===== src/rtl/nand_ctl_pkg.sv =====
package nand_ctl_pkg;

    localparam int BYTE_W = 8;
    localparam int WID_W  = 2;

    // low byte bit positions
    localparam int LB_WE_EN = 7;
    localparam int LB_ALE   = 6;
    localparam int LB_CLE   = 5;
    localparam int LB_CE0   = 4;
    localparam int LB_CE1   = 3;
    localparam int LB_ECCEN = 2;
    localparam int LB_BUSY  = 1;
    localparam int LB_ECCRS = 0;

    // high byte bit positions
    localparam int HB_LOW_HI  = 7;
    localparam int HB_LOW_LO  = 6;
    localparam int HB_HIGH_HI = 5;
    localparam int HB_HIGH_LO = 4;
    localparam int HB_LATCH   = 3;
    localparam int HB_DECODE  = 2;
    localparam int HB_START   = 1;
    localparam int HB_GENWR   = 0;

    typedef struct packed {
        logic we_en;
        logic ale;
        logic cle;
        logic ce0;
        logic ce1;
        logic ecc_en;
    } low_cfg_t;

    typedef struct packed {
        logic [WID_W-1:0] lo_w;
        logic [WID_W-1:0] hi_w;
        logic             rs_latch;
        logic             rs_decode;
        logic             rs_gen_wr;
    } high_cfg_t;

    typedef enum logic [1:0] {
        ST_IDLE = 2'd0,
        ST_LOW  = 2'd1,
        ST_HIGH = 2'd2,
        ST_ACK  = 2'd3
    } stb_state_e;

    // counter load for a phase: a zero field still gives one cycle
    function automatic logic [WID_W-1:0] phase_load(input logic [WID_W-1:0] f);
        return (f == '0) ? '0 : f - 1'b1;
    endfunction

    function automatic logic [BYTE_W-1:0] pack_low(input low_cfg_t c, input logic busy);
        logic [BYTE_W-1:0] b;
        b = '0;
        b[LB_WE_EN] = c.we_en;
        b[LB_ALE]   = c.ale;
        b[LB_CLE]   = c.cle;
        b[LB_CE0]   = c.ce0;
        b[LB_CE1]   = c.ce1;
        b[LB_ECCEN] = c.ecc_en;
        b[LB_BUSY]  = busy;
        return b;
    endfunction

    function automatic logic [BYTE_W-1:0] pack_high(input high_cfg_t c);
        logic [BYTE_W-1:0] b;
        b = '0;
        b[HB_LOW_HI:HB_LOW_LO]   = c.lo_w;
        b[HB_HIGH_HI:HB_HIGH_LO] = c.hi_w;
        b[HB_LATCH]  = c.rs_latch;
        b[HB_DECODE] = c.rs_decode;
        b[HB_GENWR]  = c.rs_gen_wr;
        return b;
    endfunction

    function automatic low_cfg_t unpack_low(input logic [BYTE_W-1:0] b);
        low_cfg_t c;
        c.we_en  = b[LB_WE_EN];
        c.ale    = b[LB_ALE];
        c.cle    = b[LB_CLE];
        c.ce0    = b[LB_CE0];
        c.ce1    = b[LB_CE1];
        c.ecc_en = b[LB_ECCEN];
        return c;
    endfunction

    function automatic high_cfg_t unpack_high(input logic [BYTE_W-1:0] b);
        high_cfg_t c;
        c.lo_w      = b[HB_LOW_HI:HB_LOW_LO];
        c.hi_w      = b[HB_HIGH_HI:HB_HIGH_LO];
        c.rs_latch  = b[HB_LATCH];
        c.rs_decode = b[HB_DECODE];
        c.rs_gen_wr = b[HB_GENWR];
        return c;
    endfunction

endpackage


===== src/rtl/nand_ctl_regfile.sv =====
module nand_ctl_regfile
    import nand_ctl_pkg::*;
(
    input  logic              clk,
    input  logic              rst,
    input  logic              wr_en,
    input  logic              addr,
    input  logic [BYTE_W-1:0] wdata,
    input  logic              ecc_sel,
    input  logic              busy,
    output low_cfg_t          lo_cfg,
    output high_cfg_t         hi_cfg,
    output logic [BYTE_W-1:0] rdata,
    output logic              ham_clr,
    output logic              rs_clr,
    output logic              rs_start
);

    always_ff @(posedge clk) begin
        if (rst) begin
            lo_cfg   <= '0;
            hi_cfg   <= '0;
            ham_clr  <= 1'b0;
            rs_clr   <= 1'b0;
            rs_start <= 1'b0;
        end else begin
            ham_clr  <= 1'b0;
            rs_clr   <= 1'b0;
            rs_start <= 1'b0;
            if (wr_en) begin
                if (!addr) begin
                    lo_cfg <= unpack_low(wdata);
                    // the stored enable, not the byte being written, gates the clear
                    if (wdata[LB_ECCRS] && lo_cfg.ecc_en) begin
                        ham_clr <= !ecc_sel;
                        rs_clr  <= ecc_sel;
                    end
                end else begin
                    hi_cfg   <= unpack_high(wdata);
                    rs_start <= wdata[HB_START];
                end
            end
        end
    end

    always_comb begin
        rdata = addr ? pack_high(hi_cfg) : pack_low(lo_cfg, busy);
    end

    p_clr_exclusive_r5: assert property (@(posedge clk) disable iff (rst)
        !(ham_clr && rs_clr));

    p_clr_needs_enable_r6: assert property (@(posedge clk) disable iff (rst)
        (ham_clr || rs_clr) |-> $past(lo_cfg.ecc_en));

    p_start_after_write_r7: assert property (@(posedge clk) disable iff (rst)
        rs_start |-> $past(wr_en && addr));

endmodule


===== src/rtl/nand_rb_filter.sv =====
module nand_rb_filter #(
    parameter int SYNC_STAGES = 2,
    parameter int FILT_LEN    = 4
) (
    input  logic clk,
    input  logic rst,
    input  logic rb_n,
    output logic busy
);

    localparam int CNT_W = $clog2(FILT_LEN + 1);
    localparam logic [CNT_W-1:0] CNT_LAST = CNT_W'(FILT_LEN - 1);

    logic [SYNC_STAGES-1:0] sync_q;
    logic [CNT_W-1:0]       agree_cnt;
    logic                   synced;

    assign synced = sync_q[SYNC_STAGES-1];

    always_ff @(posedge clk) begin
        if (rst) begin
            sync_q    <= '0;
            agree_cnt <= '0;
            busy      <= 1'b0;
        end else begin
            sync_q <= {sync_q[SYNC_STAGES-2:0], ~rb_n};
            if (synced == busy) begin
                agree_cnt <= '0;
            end else if (agree_cnt == CNT_LAST) begin
                busy      <= synced;
                agree_cnt <= '0;
            end else begin
                agree_cnt <= agree_cnt + 1'b1;
            end
        end
    end

    p_busy_qualified_r8: assert property (@(posedge clk) disable iff (rst)
        !$stable(busy) |-> $past(agree_cnt) == CNT_LAST);

    p_busy_takes_sync_r8: assert property (@(posedge clk) disable iff (rst)
        !$stable(busy) |-> busy == $past(synced));

endmodule


===== src/rtl/nand_strobe_gen.sv =====
module nand_strobe_gen
    import nand_ctl_pkg::*;
(
    input  logic             clk,
    input  logic             rst,
    input  logic             req,
    input  logic             is_write,
    input  logic             we_en,
    input  logic [WID_W-1:0] lo_w,
    input  logic [WID_W-1:0] hi_w,
    output logic             re_n,
    output logic             we_n,
    output logic             ack
);

    stb_state_e       state;
    logic [WID_W-1:0] cnt;
    logic [WID_W-1:0] hi_q;
    logic             dir_q;
    logic             low_ph;

    always_ff @(posedge clk) begin
        if (rst) begin
            state <= ST_IDLE;
            cnt   <= '0;
            hi_q  <= '0;
            dir_q <= 1'b0;
        end else begin
            unique case (state)
                ST_IDLE: if (req) begin
                    state <= ST_LOW;
                    cnt   <= phase_load(lo_w);
                    hi_q  <= hi_w;
                    dir_q <= is_write;
                end
                ST_LOW: if (cnt == '0) begin
                    state <= ST_HIGH;
                    cnt   <= phase_load(hi_q);
                end else begin
                    cnt <= cnt - 1'b1;
                end
                ST_HIGH: if (cnt == '0) begin
                    state <= ST_ACK;
                end else begin
                    cnt <= cnt - 1'b1;
                end
                ST_ACK: state <= ST_IDLE;
                default: state <= ST_IDLE;
            endcase
        end
    end

    always_comb begin
        low_ph = (state == ST_LOW);
        re_n   = !(low_ph && !dir_q);
        we_n   = !(low_ph && dir_q && we_en);
        ack    = (state == ST_ACK);
    end

    p_one_strobe_r10: assert property (@(posedge clk) disable iff (rst)
        re_n || we_n);

    p_ack_after_high_r10: assert property (@(posedge clk) disable iff (rst)
        ack |-> $past(state) == ST_HIGH);

    p_start_needs_req_r12: assert property (@(posedge clk) disable iff (rst)
        (state == ST_LOW && $past(state) == ST_IDLE) |-> $past(req));

endmodule


===== src/rtl/nand_ctl_unit.sv =====
module nand_ctl_unit
    import nand_ctl_pkg::*;
#(
    parameter int SYNC_STAGES = 2,
    parameter int FILT_LEN    = 4
) (
    input  logic       clk,
    input  logic       rst,
    input  logic       bus_wr,
    input  logic       bus_addr,
    input  logic [7:0] bus_wdata,
    output logic [7:0] bus_rdata,
    input  logic       ecc_sel,
    input  logic       rb_n,
    input  logic       stb_req,
    input  logic       stb_is_write,
    output logic       stb_ack,
    output logic       cle_o,
    output logic       ale_o,
    output logic       ce0_n_o,
    output logic       ce1_n_o,
    output logic       re_n_o,
    output logic       we_n_o,
    output logic       ecc_en_o,
    output logic       ham_clr_o,
    output logic       rs_clr_o,
    output logic       rs_latch_o,
    output logic       rs_decode_o,
    output logic       rs_start_o,
    output logic       rs_gen_wr_o
);

    low_cfg_t  lo_cfg;
    high_cfg_t hi_cfg;
    logic      busy;

    nand_ctl_regfile u_regs (
        .clk      (clk),
        .rst      (rst),
        .wr_en    (bus_wr),
        .addr     (bus_addr),
        .wdata    (bus_wdata),
        .ecc_sel  (ecc_sel),
        .busy     (busy),
        .lo_cfg   (lo_cfg),
        .hi_cfg   (hi_cfg),
        .rdata    (bus_rdata),
        .ham_clr  (ham_clr_o),
        .rs_clr   (rs_clr_o),
        .rs_start (rs_start_o)
    );

    nand_rb_filter #(
        .SYNC_STAGES (SYNC_STAGES),
        .FILT_LEN    (FILT_LEN)
    ) u_filt (
        .clk  (clk),
        .rst  (rst),
        .rb_n (rb_n),
        .busy (busy)
    );

    nand_strobe_gen u_stb (
        .clk      (clk),
        .rst      (rst),
        .req      (stb_req),
        .is_write (stb_is_write),
        .we_en    (lo_cfg.we_en),
        .lo_w     (hi_cfg.lo_w),
        .hi_w     (hi_cfg.hi_w),
        .re_n     (re_n_o),
        .we_n     (we_n_o),
        .ack      (stb_ack)
    );

    always_comb begin
        cle_o       = lo_cfg.cle;
        ale_o       = lo_cfg.ale;
        ce0_n_o     = !lo_cfg.ce0;
        ce1_n_o     = !lo_cfg.ce1;
        ecc_en_o    = lo_cfg.ecc_en;
        rs_latch_o  = hi_cfg.rs_latch;
        rs_decode_o = hi_cfg.rs_decode;
        rs_gen_wr_o = hi_cfg.rs_gen_wr;
    end

endmodule


===== config.mk =====
export PLATFORM = sky130hd
export DESIGN_NAME = nand_ctl_unit
export DESIGN_NICKNAME = d
export VERILOG_FILES = /design/src/rtl/nand_ctl_pkg.sv /design/src/rtl/nand_ctl_regfile.sv /design/src/rtl/nand_rb_filter.sv /design/src/rtl/nand_strobe_gen.sv /design/src/rtl/nand_ctl_unit.sv
export SDC_FILE = /design/constraint.sdc
export NUM_CORES = 1
export LEC_CHECK = 0
export ABC_CLOCK_PERIOD_IN_PS = 1300
export BUFFER_PORTS_ARGS = -buffer_cell sky130_fd_sc_hd__buf_2
export CORE_ASPECT_RATIO = 1.5
export CORE_UTILIZATION = 44
export DETAILED_ROUTE_END_ITERATION = 7
export PLACE_DENSITY = 0.82
export SLEW_MARGIN = 5
export SYNTH_ARGS = -nofsm -noshare
export SYNTH_HDL_FRONTEND = slang
export SYNTH_SLANG_ARGS = --single-unit

===== constraint.sdc =====
create_clock -name clk -period 1.3 [get_ports clk]
set_input_delay 0.39 -clock clk [delete_from_list [all_inputs] [get_ports clk]]
set_output_delay 0.39 -clock clk [all_outputs]
set_load 0.05 [all_outputs]

### Word-level counts from Yosys, hierarchy flattened

Index checks and enable logic that the tools add are counted.
W data, S select, Z words.

| operators by class | value |
|---|---|
| add/sub/neg operators | 4 |
| equal/unequal tests | 9 |
| bitwise gates (word level) | 5 |
| mux-type cells | 11 |
| reductions and logical operators | 24 |

Operators by type and width:

| kind | count |
|---|---|
| $mux W2 | 8 |
| $logic_not A2 Y1 | 4 |
| $mux W8 | 1 |
| $pmux W2 S4 | 1 |
| $reduce_and A2 Y1 | 4 |
| $logic_not A1 Y1 | 6 |
| $ne A2 B2 Y1 const B | 3 |
| $pmux W2 S3 | 1 |
| $reduce_and A3 Y1 | 2 |
| $reduce_or A3 Y1 | 2 |
| $sub A2 B1 Y2 const B | 3 |
| $not A1 Y1 | 5 |
| $eq A2 B2 Y1 const B | 2 |
| $logic_and A1 B1 Y1 | 4 |
| $reduce_or A4 Y1 | 1 |
| $add A3 B1 Y3 const B | 1 |
| $eq A3 B2 Y1 const B | 1 |
| $reduce_bool A3 Y1 | 1 |
| $eq A2 B1 Y1 const B | 1 |
| $ne A2 B1 Y1 const B | 1 |
| $eq A1 B1 Y1 | 1 |

| word-level totals | value |
|---|---|
| register bits | 29 |
| output and inout port bits | 22 |

### Longest topological paths before layout

Gate-level depths: netlist of the first run.

| logic depth | value |
|---|---|
| depth in word-level cells | 4 |
| mapped depth | 6 |
| mapped depth without buffers | 6 |

### Modules after synthesis

From an unflattened synthesis of the first run, not the netlist that was laid out.

| unflattened totals | value |
|---|---|
| cells, all modules | 140 |
| area, all modules | 1420.1 um2 |

Modules (own cells, without submodules):

| module | instances | cells an instance | area each (um2) |
|---|---|---|---|
| nand_ctl_regfile | 1 | 69 | 749.5 |
| nand_strobe_gen | 1 | 52 | 454.2 |
| nand_rb_filter | 1 | 17 | 209.0 |
| nand_ctl_unit | 1 | 2 | 7.5 |

### Least setup slack after synthesis of the first run

No wires, ideal clock.

| timing path | value |
|---|---|
| kind | in2out |
| start point | in bus_addr |
| end point | out bus_rdata[3] |
| slack | -0.886 ns |
| arrival | 1.796 ns |
| cell stages on the path | 3 |
| buffers on the path | 2 |
| path through | buf_4 > buf_2 > o21ai_0 |

| on the way | value |
|---|---|
| word-level cells in the longest chain between the ends | 1 |

Ends and longest elaborated chain:

| what | RTL line | source |
|---|---|---|
| start, declared | nand_ctl_unit.sv:10 | `input logic bus_addr,` |
| $mux W8 | nand_ctl_regfile.sv:47 | `rdata = addr ? pack_high(hi_cfg) : pack_low(lo_cfg, busy);` |
| end, declared | nand_ctl_unit.sv:12 | `output logic [7:0] bus_rdata,` |

Every way passes these cells.

### Final worst setup path of the first run

| timing path | value |
|---|---|
| start point | reg u_stb.state[0] |
| end point | out re_n_o |

| on the way | value |
|---|---|
| word-level cells in the longest chain between the ends | 3 |

Ends and longest elaborated chain:

| what | RTL line | source |
|---|---|---|
| start, declared | nand_strobe_gen.sv:16 | `stb_state_e state;` |
| start signal, assigned | nand_strobe_gen.sv:24 | `state <= ST_IDLE;` |
| start signal, assigned | nand_strobe_gen.sv:31 | `state <= ST_LOW;` |
| start signal, assigned | nand_strobe_gen.sv:37 | `state <= ST_HIGH;` |
| $eq A2 B1 Y1 | nand_strobe_gen.sv:54 | `low_ph = (state == ST_LOW);` |
| $logic_and A1 B1 Y1 | nand_strobe_gen.sv:55 | `re_n = !(low_ph && !dir_q);` |
| $logic_not A1 Y1 | nand_strobe_gen.sv:55 |  |
| end, declared | nand_ctl_unit.sv:22 | `output logic re_n_o,` |

Every way passes these cells.

==> results.toml, run 1 <==
[yosys]
ys_warn_count = 0
ys.flop_type = "dfxtp_1"
syn_inst = 156
synth_top_area_cell = "dfxtp_1"
ys_types = 30
synth-edff-count = 0
syn_nets = 182
synth.avg_cell_area_um2 = 8.51
synth_top_area_share_pct = 43.7
yosysSeqAreaShare_pct = 43.7
synth_area_leaders = "dfxtp_1 (44%), ha_1 (9.4%), nand2_1 (7.6%)"
ys_ff_latch = 29
synthArstFlopShare_pct = 0
syn_area_um2 = 1330

[worst_setup_path]
regToRegStartpoint = "u_stb.state[0]"
rr_worst_depth = 6
r2r-end = "u_stb.cnt[0]"
cp.arrival_ns = 1.18
cp_max_fo = 3
critPathLaunchType = "register"
endpoint_kind = "primary output"
worstSetupPathType = "reg2out"
r2r_slack_ns = -0.04
worstPathRequired_ns = 0.91

[grt]
grt_pass1_vias = 1283
globalRouteTotalUtil_pct = 23.8
grt_overflow = 0
antenna_found_initial = 0
grt_pass1_wl_mm = 5.71
grt_start_max_net_pins = 14

[place]
dp.cells = 236
hpwl_mm = 2.07
place_congestion = 0.770
io_buffers = 37

[drt]
drcViolationCount = 0
drt_wl_total_mm = 3.50
post_drt_wl_per_cell_um = 13.8
viasPerCell = 5.18
detail-route-antenna-nets = 0
vias = 1316
drt_iter0_drc = 55
drtPass1Iterations = 4

[timing]
finalCritPeriodShare_pct = 121
final_hold_viol_count = 0
fmax_mhz = 637
relSlewSlack_pct = 82.3
finClkSkew_ns = 0.0126
fin_ws_ns = -0.270
worst_pin_slew_ns = 0.265
fin_crit_ns = 1.57
slew_violations = 0
setup_viol = 12
holdWs_ns = 0.272
rsz0062_at_grt = "true"

[layout]
nets = 241
multiInputGateArea_um2 = 803
fin_cells = 254
syn2layout_area_growth_pct = 58.5
nFillCells = 214
drive_above_1_share_pct = 51.6
insertedDiodeCount = 0
seqCellArea_um2 = 606

[pwr]
p_leak_nw = 0.891
power_mw = 3.38
p_per_area_nw_per_um2 = 1610
vdd_drop_max_v = 0.00129

[floorplanning]
fp.dieH_um = 69.3
coreArea_um2 = 2880
die-area_um2 = 3250
io_pins = 38
std_cell_rows = 24
die_w_um = 46.9
start_util_pct = 46.1

[run]
cap_violations = 0

[hold_path]
min_from = "rb_n"
min_to = "u_filt.sync_q[0]"
hold_class = "in2reg"
min_path_cells = 2

[clocking]
cts-root-to-sink-buffers = 2
cts_root_buf = "clkbuf_8"
clock_latency_ns = 0.27
cts_made_buffers = 5
cts_hold_buffers = 0
cts_tree = "built"
htree_num_levels = 2
clkTransAtPathRegs_ns = 0.06
clock-sinks = 29

[outcome]
status = "finished, violations left"
violations = "setup timing"
==> synth_stat cells, drive strengths merged, types with 3 or more instances <==
master / instances
ha: 10
o21ai: 3
buf: 5
a21oi: 19
dfxtp: 29
mux2: 4
nand2: 27
nor2: 12
inv: 12
nand3: 12
==> critical path: stages, from the launching register on <==
cell and delay, ns:
dfxtp_4 0.38, ha_4 0.13, or2b_4 0.25, buf_6 0.15
==> repair_timing <==
action | CTS | global route
setup endpoints to repair | 17 | 20
gates resized for setup | 61 | 10
pin swaps | 11 | 7
gates cloned | 1 | 0
setup buffers | 7 | 3
==> registers in the layout, indices dropped and copies added, names as in the netlist <==
signal	cells
u_stb.cnt	2
u_stb.state	2
u_regs.rs_start	1
u_regs.lo_cfg	6
u_regs.hi_cfg	7
u_filt.sync_q	2
u_stb.dir_q	1
u_stb.hi_q	2
u_regs.rs_clr	1
u_filt.busy	1
u_filt.agree_cnt	3
u_regs.ham_clr	1
==> where the power goes <==
group / switching (mW) / leakage, nW / internal [mW]
sequential: 0.0766 / 0.244 / 0.997
combinational: 0.846 / 0.603 / 0.723
clock: 0.319 / 0.0443 / 0.419
total: 1.24 / 0.891 / 2.14
==> worst max-delay path by stage <==
| stage | start | end | slack (ns) | cells after the start |
|---|---|---|---|---|
| 2_1_floorplan | u_regs.hi_cfg[2] | bus_rdata[3] | -0.07 | 2 |
| 3_3_place_gp | bus_addr | bus_rdata[7] | -0.29 | 3 |
| 3_5_place_dp | bus_addr | bus_rdata[7] | -0.29 | 3 |
| 4_1_cts | u_stb.state[1] | re_n_o | -0.28 | 4 |
| 5_1_grt | u_stb.state[1] | re_n_o | -0.30 | 4 |
| 6_report | u_stb.state[0] | re_n_o | -0.27 | 3 |
==> per-stage QoR <==
| stage | utilization, % | instance area (um2) | worst slack, ns | TNS (ns) |
|---|---|---|---|---|
| after global routing | 73.0 | 2100 | -0.302 | -1.61 |
| after floorplan | - | 1450 | -0.0740 | -0.204 |
| after detailed placement | 59.1 | 1700 | -0.294 | -2.21 |
| after global placement | 59.1 | 1700 | -0.295 | -2.11 |
| after CTS | 71.2 | 2050 | -0.284 | -1.28 |
| final | 73.0 | 2100 | -0.270 | -1.20 |
==> cell type report <==
type,count,share of cell area (%)
multi-input combinational,109,38.2
inverter,12,2.14
tap,39,2.32
sequential,29,28.8
timing repair buffer,58,24.5
clock buffer,7,4.10
==> kinds of logic after synthesis <==
| group | count (synthesis) | share of synthesized area (%) |
|---|---|---|
| multiplexers | 6 | 4.90 |
| flip-flops | 29 | 43.7 |
| AND/OR/NAND/NOR | 64 | 23.3 |
| XOR/XNOR | 1 | 0.660 |
| buffers and inverters | 18 | 5.94 |
| adder cells (fa/ha/maj) | 10 | 9.43 |
| AO/OA/AOI/OAI | 28 | 12.1 |
==> routing by layer <==
layer	GRT usage [%]	routed length, um	share of wire, %
met1	27.4	1320	38
met4	10.2	70	2.0
met5	0	0	0
met2	40.3	1960	56
met3	4.69	145	4.1
==> layout by cell type (no fill, tap or decap), types with 4 or more instances in the layout <==
| cell | instances |
|---|---|
| buf_4 | 18 |
| inv_2 | 4 |
| buf_8 | 8 |
| inv_1 | 8 |
| nand3_1 | 11 |
| clkbuf_8 | 6 |
| buf_2 | 20 |
| nor2_1 | 7 |
| dfxtp_2 | 14 |
| nor2_2 | 5 |
| buf_6 | 10 |
| a21oi_1 | 18 |
| ha_1 | 4 |
| dfxtp_1 | 13 |
| mux2_4 | 4 |
| nand2_1 | 26 |
| ha_4 | 4 |
(Power assumes the default switching activity.)
==> inputs of run 2 (changes only) <==
==> constraint.sdc (replaced) <==
create_clock -name clk -period 1.3 [get_ports clk]
set_input_delay 0 -clock clk [delete_from_list [all_inputs] [get_ports clk]]
set_output_delay 0 -clock clk [all_outputs]
set_load 0.05 [all_outputs]
==> run 2 against run 1 <==
  * The run ends with DRC, setup timing left
  * Count of clock-buffer cells in the layout is the same
  * Via count is 6.2% lower
  * Core utilization decreased by 7.5 points
  * Register-to-register slack better by 0.04 ns
  * Sequential share of layout area up 2.2 points
  * Fmax up 19%
  * First-iteration DRC count is 45% lower
  * Critical path type unchanged
  * Largest power group unchanged
  * Highest routed layer unchanged
==> results.toml, run 2 (same netlist as run 1, synthesis figures left out) <==
[grt]
grt_pass1_wl_mm = 5.09
grt_start_max_net_pins = 21
globalRouteTotalUtil_pct = 22.3
antenna_found_initial = 0
grt_pass1_vias = 1208
grt_overflow = 0

[pwr]
p_sw_mw = 1.19
vdd_drop_max_v = 0.00142
p_seq_share_pct = 31.3
internal-power_mw = 2.26
clkPwrFrac_pct = 27.5
p_leak_nw = 0.814
p_comb_share_pct = 41.2
switching_share_pct = 34.6
p_per_area_nw_per_um2 = 1830

[layout]
nFillCells = 245
final_common_cell = "buf_2"
fin_util_pct = 65.5
drive_above_1_share_pct = 35.2
syn2layout_area_growth_pct = 42.3
nets = 238
largest_reg_flops = 7
regMostFlops = "u_regs.hi_cfg"
final_cell_mix = "buf_2 (35), dfxtp_1 (27), nand2_1 (26)"
insertedDiodeCount = 0
reg.largest.list = "u_regs.hi_cfg x7, u_regs.lo_cfg x6, u_filt.agree_cnt x3"
fin_cells = 252

[clocking]
cts_tree = "built"
cts_root_buf = "clkbuf_8"
clkTransAtPathRegs_ns = 0.06
htree_num_levels = 2
clock_latency_ns = 0.28
cts_made_buffers = 5
cts-root-to-sink-buffers = 2
clock-sinks = 29

[timing]
fmax_mhz = 760
fin_crit_ns = 1.31
finClkSkew_ns = 0.00226
relSlewSlack_pct = 75.6
fin_ws_ns = -0.0150
slew_violations = 0
worst_pin_slew_ns = 0.366
setup_viol = 1
final_hold_viol_count = 0
finalCritPeriodShare_pct = 101
rsz0062_at_grt = "true"

[floorplanning]
start_util_pct = 46.1
io_pins = 38
die_w_um = 46.9
std_cell_rows = 24
die-area_um2 = 3250
coreArea_um2 = 2880
fp.dieH_um = 69.3

[hold_path]
hold_class = "in2reg"

[worst_setup_path]
cp_max_fo = 5
worstSetupPathType = "reg2out"
cp.arrival_ns = 1.31
r2r_slack_ns = 0
worstPathRequired_ns = 1.30
endpoint_kind = "primary output"
critPathLaunchType = "register"

[drt]
viasPerCell = 4.90
drt_wl_total_mm = 3.11
vias = 1235
post_drt_wl_per_cell_um = 12.3
drtPass1Iterations = 6
detail-route-antenna-nets = 0
drt_iter0_drc = 30
drcViolationCount = 1

[place]
io_buffers = 37
dp.cells = 232
dp_slack_ns = -0.0488
hpwl_mm = 2.02
place_congestion = 0.808

[outcome]
violations = "DRC, setup timing"
status = "finished, violations left"

[run]
cap_violations = 0
-- run 2: power by group through the flow --
stage | sequential, mW | combinational (mW) | clock, mW
3_3_place_gp | 1.06 | 1.09 | 0
2_1_floorplan | 1.09 | 0.756 | 0
3_5_place_dp | 1.06 | 1.11 | 0
6_report | 1.08 | 1.42 | 0.950
4_1_cts | 1.07 | 1.28 | 0.967
5_1_grt | 1.09 | 1.55 | 1.01
-- run 2: path summary, 6_finish.rpt --
kind / start / endpoint / depth (start not counted)
max: u_stb.state[1] / re_n_o / 5
min: rst / u_filt.sync_q[0] / 2
max reg2reg: u_stb.cnt[0] / u_stb.cnt[0] / 6
min reg2reg: u_filt.sync_q[0] / u_filt.sync_q[1] / 1
-- run 2: routing by layer --
metal / vias up / share of wire (%) / routed length [um] / GRT usage (%)
li1: 630 / - / - / -
met1: 567 / 39 / 1210 / 24.6
met2: 32 / 54 / 1690 / 34.9
met3: 6 / 3.6 / 112 / 6.25
met4: 0 / 3.0 / 93 / 15.2
met5: - / 0 / 0 / 0
-- run 2: worst max-delay path, cell delays in order (launching register included) --
cell	delay, ns
dfxtp_2	0.33
inv_2	0.07
ha_4	0.16
buf_6	0.09
or2b_1	0.22
buf_6	0.15
-- run 2: timing repair --
action	in CTS	in global routing
hold buffers	11	0
setup buffers	1	0
endpoints found under the setup margin	9	6
endpoints found under the hold margin	18	0
pin swaps	1	2
resized for setup	11	9
-- run 2: layout make-up --
cell class / count / area (um2) / share of cell area [%]
clock inverters: 1 / 30.0 / 1.59
multi-input cells: 109 / 731 / 38.7
inverters: 12 / 47.5 / 2.52
well taps: 39 / 48.8 / 2.58
flip-flops and latches: 29 / 586 / 31.0
clock buffers: 7 / 86.3 / 4.57
repair buffers: 55 / 360 / 19.1
-- run 2: stage by stage --
step / total power, mW / instance area (um2) / hold WS, ns / setup TNS (ns)
2_1_floorplan: 1.85 / 1330 / 0.0667 / -0.00532
3_3_place_gp: 2.16 / 1580 / 0.159 / 0
3_5_place_dp: 2.17 / 1580 / 0.159 / -0.0740
4_1_cts: 3.32 / 1850 / 0.00290 / -0.0244
5_1_grt: 3.65 / 1890 / 0.0247 / -0.221
6_report: 3.45 / 1890 / 0.0151 / -0.0150
